**config.mk**
```make
export PLATFORM = sky130hd
export DESIGN_NAME = bus_window_mapper
export DESIGN_NICKNAME = d
export VERILOG_FILES = /design/src/rtl/bus_window_mapper_pkg.sv /design/src/rtl/map_regfile.sv /design/src/rtl/am_reg.sv /design/src/rtl/addr_compose.sv /design/src/rtl/cycle_hold.sv /design/src/rtl/bus_window_mapper.sv
export SDC_FILE = /design/constraint.sdc
export NUM_CORES = 1
export LEC_CHECK = 0
export ABC_CLOCK_PERIOD_IN_PS = 1800
export BUFFER_PORTS_ARGS = -buffer_cell sky130_fd_sc_hd__buf_2
export CAP_MARGIN = 20
export CORE_MARGIN = 1
export CORE_UTILIZATION = 50
export DETAILED_ROUTE_END_ITERATION = 12
export PLACE_DENSITY = 0.77
export RECOVER_POWER = 100
export SLEW_MARGIN = 20
export SYNTH_ARGS = -nofsm -noshare
export SYNTH_HDL_FRONTEND = slang
export SYNTH_SLANG_ARGS = --single-unit
export TNS_END_PERCENT = 5
```
**constraint.sdc**
```tcl
create_clock -name clk_i -period 1.8 [get_ports clk_i]
set_input_delay 0.27 -clock clk_i [delete_from_list [all_inputs] [get_ports clk_i]]
set_output_delay 0.27 -clock clk_i [all_outputs]
set_load 0.05 [all_outputs]
```
**src/rtl/bus_window_mapper_pkg.sv**
```systemverilog
package bus_window_mapper_pkg;
  localparam int unsigned OFS_W  = 16;
  localparam int unsigned MAP_W  = 16;
  localparam int unsigned AM_W   = 6;
  localparam int unsigned HOST_W = 8;
  localparam int unsigned N_MAP  = 2;

  typedef enum logic {CYC_IDLE = 1'b0, CYC_OPEN = 1'b1} cyc_state_e;
  typedef enum logic {MODE_A24 = 1'b0, MODE_A32 = 1'b1} addr_mode_e;
endpackage

```
**src/rtl/map_regfile.sv**
```systemverilog
module map_regfile #(
  parameter int unsigned N_MAP = 2,
  parameter int unsigned MAP_W = 16,
  localparam int unsigned SEL_W = (N_MAP > 1) ? $clog2(N_MAP) : 1
) (
  input  logic                         clk_i,
  input  logic                         rst_ni,
  input  logic                         wr_i,
  input  logic [SEL_W-1:0]             sel_i,
  input  logic [MAP_W-1:0]             wdata_i,
  output logic [N_MAP-1:0][MAP_W-1:0]  map_o
);
  for (genvar g = 0; g < N_MAP; g++) begin : g_map
    logic hit;
    assign hit = wr_i && (sel_i == SEL_W'(g));
    always_ff @(posedge clk_i or negedge rst_ni) begin
      if (!rst_ni)  map_o[g] <= '0;
      else if (hit) map_o[g] <= wdata_i;
    end
  end
endmodule

```
**src/rtl/am_reg.sv**
```systemverilog
module am_reg #(
  parameter int unsigned HOST_W = 8,
  parameter int unsigned AM_W   = 6
) (
  input  logic              clk_i,
  input  logic              rst_ni,
  input  logic              wr_i,
  input  logic [HOST_W-1:0] wdata_i,
  output logic [AM_W-1:0]   am_o
);
  // upper host bits are discarded on purpose
  logic unused_hi;
  assign unused_hi = ^wdata_i[HOST_W-1:AM_W];

  always_ff @(posedge clk_i or negedge rst_ni) begin
    if (!rst_ni)   am_o <= '0;
    else if (wr_i) am_o <= wdata_i[AM_W-1:0];
  end
endmodule

```
**src/rtl/addr_compose.sv**
```systemverilog
module addr_compose
  import bus_window_mapper_pkg::*;
#(
  parameter int unsigned N_MAP = 2,
  parameter int unsigned OFS_W = 16,
  parameter int unsigned MAP_W = 16,
  parameter int unsigned AM_W  = 6,
  localparam int unsigned SEL_W  = (N_MAP > 1) ? $clog2(N_MAP) : 1,
  localparam int unsigned LOC_W  = OFS_W + SEL_W,
  localparam int unsigned SYS_W  = OFS_W + MAP_W,
  localparam int unsigned HALF_W = MAP_W / 2
) (
  input  logic [LOC_W-1:0]             loc_addr_i,
  input  logic [N_MAP-1:0][MAP_W-1:0]  map_i,
  input  logic [AM_W-1:0]              am_reg_i,
  input  addr_mode_e                   mode_i,
  output logic [SYS_W-1:0]             addr_o,
  output logic [AM_W-1:0]              am_o
);
  logic [MAP_W-1:0]  win;
  logic [AM_W-1:0]   am24;
  logic [HALF_W-1:0] top24;

  assign win   = map_i[loc_addr_i[OFS_W +: SEL_W]];
  assign am24  = win[HALF_W +: AM_W];
  assign top24 = HALF_W'(am24);

  always_comb begin
    if (mode_i == MODE_A32) begin
      addr_o = {win, loc_addr_i[OFS_W-1:0]};
      am_o   = am_reg_i;
    end else begin
      addr_o = {top24, win[HALF_W-1:0], loc_addr_i[OFS_W-1:0]};
      am_o   = am24;
    end
  end
endmodule

```
**src/rtl/cycle_hold.sv**
```systemverilog
module cycle_hold
  import bus_window_mapper_pkg::*;
#(
  parameter int unsigned SYS_W = 32,
  parameter int unsigned AM_W  = 6
) (
  input  logic             clk_i,
  input  logic             rst_ni,
  input  logic             start_i,
  input  logic             end_i,
  input  logic [SYS_W-1:0] addr_i,
  input  logic [AM_W-1:0]  am_i,
  output logic [SYS_W-1:0] addr_o,
  output logic [AM_W-1:0]  am_o
);
  cyc_state_e state_q;
  logic       capture;

  assign capture = (state_q == CYC_IDLE) && start_i;

  always_ff @(posedge clk_i or negedge rst_ni) begin
    if (!rst_ni) begin
      state_q <= CYC_IDLE;
    end else if (capture) begin
      state_q <= CYC_OPEN;
    end else if (state_q == CYC_OPEN && end_i) begin
      state_q <= CYC_IDLE;
    end
  end

  always_ff @(posedge clk_i or negedge rst_ni) begin
    if (!rst_ni) begin
      addr_o <= '0;
      am_o   <= '0;
    end else if (capture) begin
      addr_o <= addr_i;
      am_o   <= am_i;
    end
  end
endmodule

```
**src/rtl/bus_window_mapper.sv**
```systemverilog
module bus_window_mapper
  import bus_window_mapper_pkg::*;
#(
  parameter int unsigned N_MAP  = bus_window_mapper_pkg::N_MAP,
  parameter int unsigned OFS_W  = bus_window_mapper_pkg::OFS_W,
  parameter int unsigned MAP_W  = bus_window_mapper_pkg::MAP_W,
  parameter int unsigned AM_W   = bus_window_mapper_pkg::AM_W,
  parameter int unsigned HOST_W = bus_window_mapper_pkg::HOST_W,
  localparam int unsigned SEL_W = (N_MAP > 1) ? $clog2(N_MAP) : 1,
  localparam int unsigned LOC_W = OFS_W + SEL_W,
  localparam int unsigned SYS_W = OFS_W + MAP_W
) (
  input  logic              clk_i,
  input  logic              rst_ni,
  input  logic              map_wr_i,
  input  logic [SEL_W-1:0]  map_sel_i,
  input  logic [MAP_W-1:0]  map_wdata_i,
  input  logic              am_wr_i,
  input  logic [HOST_W-1:0] am_wdata_i,
  input  logic              mode32_i,
  input  logic              cyc_start_i,
  input  logic              cyc_end_i,
  input  logic [LOC_W-1:0]  loc_addr_i,
  output logic [SYS_W-1:0]  sys_addr_o,
  output logic [AM_W-1:0]   sys_am_o
);
  logic [N_MAP-1:0][MAP_W-1:0] map_q;
  logic [AM_W-1:0]             am_q;
  logic [SYS_W-1:0]            addr_d;
  logic [AM_W-1:0]             am_d;
  addr_mode_e                  mode;

  assign mode = addr_mode_e'(mode32_i);

  map_regfile #(.N_MAP(N_MAP), .MAP_W(MAP_W)) u_maps (
    .clk_i(clk_i), .rst_ni(rst_ni), .wr_i(map_wr_i),
    .sel_i(map_sel_i), .wdata_i(map_wdata_i), .map_o(map_q)
  );

  am_reg #(.HOST_W(HOST_W), .AM_W(AM_W)) u_am (
    .clk_i(clk_i), .rst_ni(rst_ni), .wr_i(am_wr_i),
    .wdata_i(am_wdata_i), .am_o(am_q)
  );

  addr_compose #(.N_MAP(N_MAP), .OFS_W(OFS_W), .MAP_W(MAP_W), .AM_W(AM_W)) u_compose (
    .loc_addr_i(loc_addr_i), .map_i(map_q), .am_reg_i(am_q),
    .mode_i(mode), .addr_o(addr_d), .am_o(am_d)
  );

  cycle_hold #(.SYS_W(SYS_W), .AM_W(AM_W)) u_hold (
    .clk_i(clk_i), .rst_ni(rst_ni), .start_i(cyc_start_i), .end_i(cyc_end_i),
    .addr_i(addr_d), .am_i(am_d), .addr_o(sys_addr_o), .am_o(sys_am_o)
  );
endmodule

```
==> flow_summary.rst <==
.. list-table::
   :header-rows: 1

   * - Metric
     - Value
   * - Run status
     - finished clean
   * - End of the worst register-to-register path
     - u_hold.addr_o[23]$_DFFE_PN0P_
   * - Met2 Wirelength
     - 2.66 mm
   * - Slew @ Worst Pin
     - 1000 ps
   * - Setup repair after global routing missed its margin
     - no
   * - Share of the clock period used by the worst path after layout
     - 0.814
   * - Category of the worst setup path launch point
     - flop
   * - Global-route wire length before repair
     - 9.39 mm
   * - Clock-pin transition on the worst setup and hold timing paths
     - 80 ps
   * - Final Hold Viols
     - 0
   * - Length in cells of the worst reg-to-reg path
     - 3
   * - Synthesized Nets
     - 306
   * - Slowest cell delay on critical path
     - 500 ps
   * - Number of sinks handled by clock tree synthesis
     - 77
   * - IO Count
     - 87
   * - Net switching power of the design
     - 1.85 mW
   * - Pre-CTS worst setup slack
     - 489 ps
   * - Total core area
     - 5960 um2
   * - Post-detailed-route via-to-cell ratio
     - 4.96
   * - CTS tree
     - done
   * - CP max stage cell
     - sky130_fd_sc_hd__clkbuf_1
   * - Startpoint of the worst hold path
     - loc_addr_i[14]
   * - Clock latency of the later-clocked register in the worst-skew pair
     - 340 ps
   * - Overall fraction of global-route tracks in use
     - 0.197
   * - Overall power consumption
     - 4.83 mW
   * - Cell accounting for the most synthesized area
     - sky130_fd_sc_hd__dfrtp_1
   * - Detailed placement HPWL
     - 4.10 mm
   * - Count of filler cells inserted in the layout
     - 543
   * - Number of buffers on the longest clock path
     - 2
   * - Total number of nets in the final design
     - 394
   * - Depth of the worst hold-timing path
     - 3
   * - Leakage power
     - 1.81 nW
   * - Sequential fraction of the synthesis area
     - 0.622
   * - Detailed Route WL
     - 5.86 mm
   * - Worst Path Required
     - 1530 ps
   * - Skew final
     - 12.5 ps
   * - Per-cell routed wire length
     - 13.8 um
   * - Crit Path Class
     - reg2out
   * - Gate Count Post-Synth
     - 257
   * - First DRT Iteration DRCs
     - 80
   * - Height of the die
     - 80.7 um
   * - Switching part of the total power
     - 0.383
   * - Crit-path max FO
     - 2
   * - Buffer cell driving the clock tree root
     - sky130_fd_sc_hd__clkbuf_8
   * - Family of cells with the greatest summed delay on the critical path
     - buffers and inverters
   * - Antenna violations before repair
     - 0
   * - Total congestion overflow
     - 0
   * - Clock buffer count from CTS
     - 9
   * - Total of warnings raised by yosys
     - 0
   * - Worst vdd ir
     - 0.640 mV
   * - Crit path arrival time
     - 1190 ps
   * - Share of power burned in combinational logic
     - 0.302
   * - Power density of the placed cells
     - 1300 nW/um2
   * - Max-slew violations
     - 0
   * - Number of detailed-routing iterations run before antenna repair
     - 4
   * - Met3 Wirelength
     - 402 um
   * - Post-cts gate resize count
     - 0
   * - Highest routed metal layer
     - met4
   * - Headroom to the max-slew limit
     - 0.332
   * - Initial core utilization
     - 0.520
   * - Detailed-routing wirelength on met1
     - 2.74 mm
   * - Fraction of power consumed by the clock network
     - 0.239
   * - Launch point of the worst reg-to-reg path
     - u_hold.state_q$_DFFE_PN0P_
   * - Post-synthesis area per instance
     - 12.0 um2
   * - Highest achievable clock rate
     - 683 MHz
   * - Number of global-route vias before repair
     - 2081
   * - Class of the most critical hold timing path
     - in2reg
   * - Critical path cell sequence
     - clkbuf_1
   * - Critical path capture point type
     - primary output
   * - Routability Congestion
     - 0.780
   * - Max-cap violation count
     - 0
   * - DR vias
     - 2108
   * - Final core utilization
     - 0.624
   * - Area grow syn2layout
     - 20.0%
   * - Final critical delay including setup and external delays
     - 1460 ps
   * - Flop and latch count out of synthesis
     - 77
   * - Pin count of the biggest net entering global routing
     - 47
   * - Port Buf Inserts
     - 84
   * - Critical path buffer and inverter count
     - 1
   * - Placement Rows
     - 28
   * - Post-Synthesis Cell Area
     - 3100 um2
   * - Top cells by area in the synthesized netlist
     - sky130_fd_sc_hd__dfrtp_1 62%, sky130_fd_sc_hd__mux2_2 16%, sky130_fd_sc_hd__nand2_1 9.8%, sky130_fd_sc_hd__mux2i_1 5.2%, sky130_fd_sc_hd__o21ai_0 2.7%
   * - Seq pwr share
     - 0.459
   * - Deepest level of the CTS H-tree
     - 3
   * - Worst Hold Endpoint
     - u_hold.addr_o[14]$_DFFE_PN0P_
   * - Post-DRT Antenna Nets
     - 0
   * - Die outline area
     - 6510 um2
   * - Number of antenna repair diodes
     - 0
   * - Share of layout cells above drive strength 1
     - 0.309
   * - Detailed-route DRC error count
     - 0
   * - Width of the die
     - 80.7 um
   * - Area fraction of the dominant cell type after synthesis
     - 0.622
   * - Slack of the critical path
     - 335 ps
   * - Worst slack on hold paths
     - 115 ps
   * - Number of different library cells in the post-synthesis netlist
     - 15
   * - Internal power component
     - 2.98 mW
   * - # setup viols final
     - 0
   * - Setup Total Neg Slack
     - 0 ps
   * - R2r setup slk
     - 360 ps
-- cell usage after synthesis --
cell / n
sky130_fd_sc_hd__buf_6: 2
sky130_fd_sc_hd__mux2_2: 43
sky130_fd_sc_hd__buf_4: 2
sky130_fd_sc_hd__dfrtp_1: 77
sky130_fd_sc_hd__nand2_1: 81
sky130_fd_sc_hd__inv_1: 1
sky130_fd_sc_hd__nand3_1: 2
sky130_fd_sc_hd__or3_1: 1
sky130_fd_sc_hd__clkbuf_1: 2
sky130_fd_sc_hd__nand2b_1: 1
sky130_fd_sc_hd__nand2_2: 1
sky130_fd_sc_hd__mux2i_1: 16
sky130_fd_sc_hd__nor2b_1: 2
sky130_fd_sc_hd__o21ai_0: 17
sky130_fd_sc_hd__buf_2: 9
-- cells by family after synthesis --
kind of cell	after synthesis	synth area share
compound gates	17	0.0275
buf+inv	16	0.0303
flops	77	0.622
mux	59	0.208
simple gates	88	0.112
-- metal layers --
layer	up-vias	GRT usage
li1	1029	-
met1	1006	0.236
met2	63	0.322
met3	10	0.0773
met4	0	0.0643
met5	-	0
-- registers in the layout, summed over array words and instances, names as in the netlist --
| signal | flops |
|---|---|
| u_maps.map_o | 32 |
| u_hold.state_q | 1 |
| u_am.am_o | 6 |
| u_hold.am_o | 6 |
| u_hold.addr_o | 32 |
-- cell type report --
type / instances / area (um2) / share of cell area
multi-input combinational: 164 / 1070 / 0.289
clock buffer: 12 / 155 / 0.0418
clock inverter: 4 / 22.5 / 0.00606
inverter: 1 / 3.75 / 0.00101
tap: 75 / 93.8 / 0.0253
timing repair buffer: 92 / 442 / 0.119
sequential: 77 / 1930 / 0.519
-- metrics by stage --
step                instances  instance area [um2]
floorplan                 257                 3100
global placement          408                 3590
detailed placement        408                 3590
CTS                       425                 3780
global route              425                 3720
finish                    425                 3720
-- power groups by stage --
stage	sequential, mW	combinational (mW)	clock, mW
6_report	2.22	1.46	1.16
5_1_grt	2.26	1.57	1.27
4_1_cts	2.21	1.54	1.19
3_5_place_dp	2.24	1.54	0
3_3_place_gp	2.23	1.51	0
2_1_floorplan	2.95	0.408	0
-- how the worst max path moves through the flow --
stage,start,endpoint,slack (ps),cells past startpoint
2_1_floorplan,map_wr_i,u_maps.map_o[0]$_DFFE_PN0P_,680,4
3_3_place_gp,loc_addr_i[16],u_hold.am_o[3]$_DFFE_PN0P_,490,4
3_5_place_dp,loc_addr_i[16],u_hold.am_o[3]$_DFFE_PN0P_,490,4
4_1_cts,u_hold.state_q$_DFFE_PN0P_,u_hold.addr_o[20]$_DFFE_PN0P_,500,4
5_1_grt,u_hold.state_q$_DFFE_PN0P_,u_hold.addr_o[20]$_DFFE_PN0P_,220,4
6_report,u_hold.addr_o[25]$_DFFE_PN0P_,sys_addr_o[25],340,1
-- repair_timing --
action,CTS,global route
endpoints found under the setup margin,0,0
hold buffers,1,0
setup buffers,0,0
hold endpoints to repair,31,0
-- cell usage in the layout (no fill, tap or decap) --
| cell | Yosys | final |
|---|---|---|
| sky130_fd_sc_hd__clkbuf_1 | 2 | 42 |
| sky130_fd_sc_hd__o21ai_0 | 17 | 17 |
| sky130_fd_sc_hd__dlygate4sd3_1 | 0 | 1 |
| sky130_fd_sc_hd__clkinv_2 | 0 | 3 |
| sky130_fd_sc_hd__nand3_1 | 2 | 2 |
| sky130_fd_sc_hd__inv_1 | 1 | 1 |
| sky130_fd_sc_hd__or3_1 | 1 | 1 |
| sky130_fd_sc_hd__clkbuf_8 | 0 | 11 |
| sky130_fd_sc_hd__clkinvlp_4 | 0 | 1 |
| sky130_fd_sc_hd__mux2i_1 | 16 | 16 |
| sky130_fd_sc_hd__buf_4 | 2 | 5 |
| sky130_fd_sc_hd__dfrtp_1 | 77 | 77 |
| sky130_fd_sc_hd__nand2b_1 | 1 | 1 |
| sky130_fd_sc_hd__nand2_1 | 81 | 82 |
| sky130_fd_sc_hd__nor2b_1 | 2 | 2 |
| sky130_fd_sc_hd__buf_2 | 9 | 43 |
| sky130_fd_sc_hd__mux2_2 | 43 | 43 |
| sky130_fd_sc_hd__buf_12 | 0 | 1 |
| sky130_fd_sc_hd__clkbuf_2 | 0 | 1 |
Power figures use the tool's default switching activity.
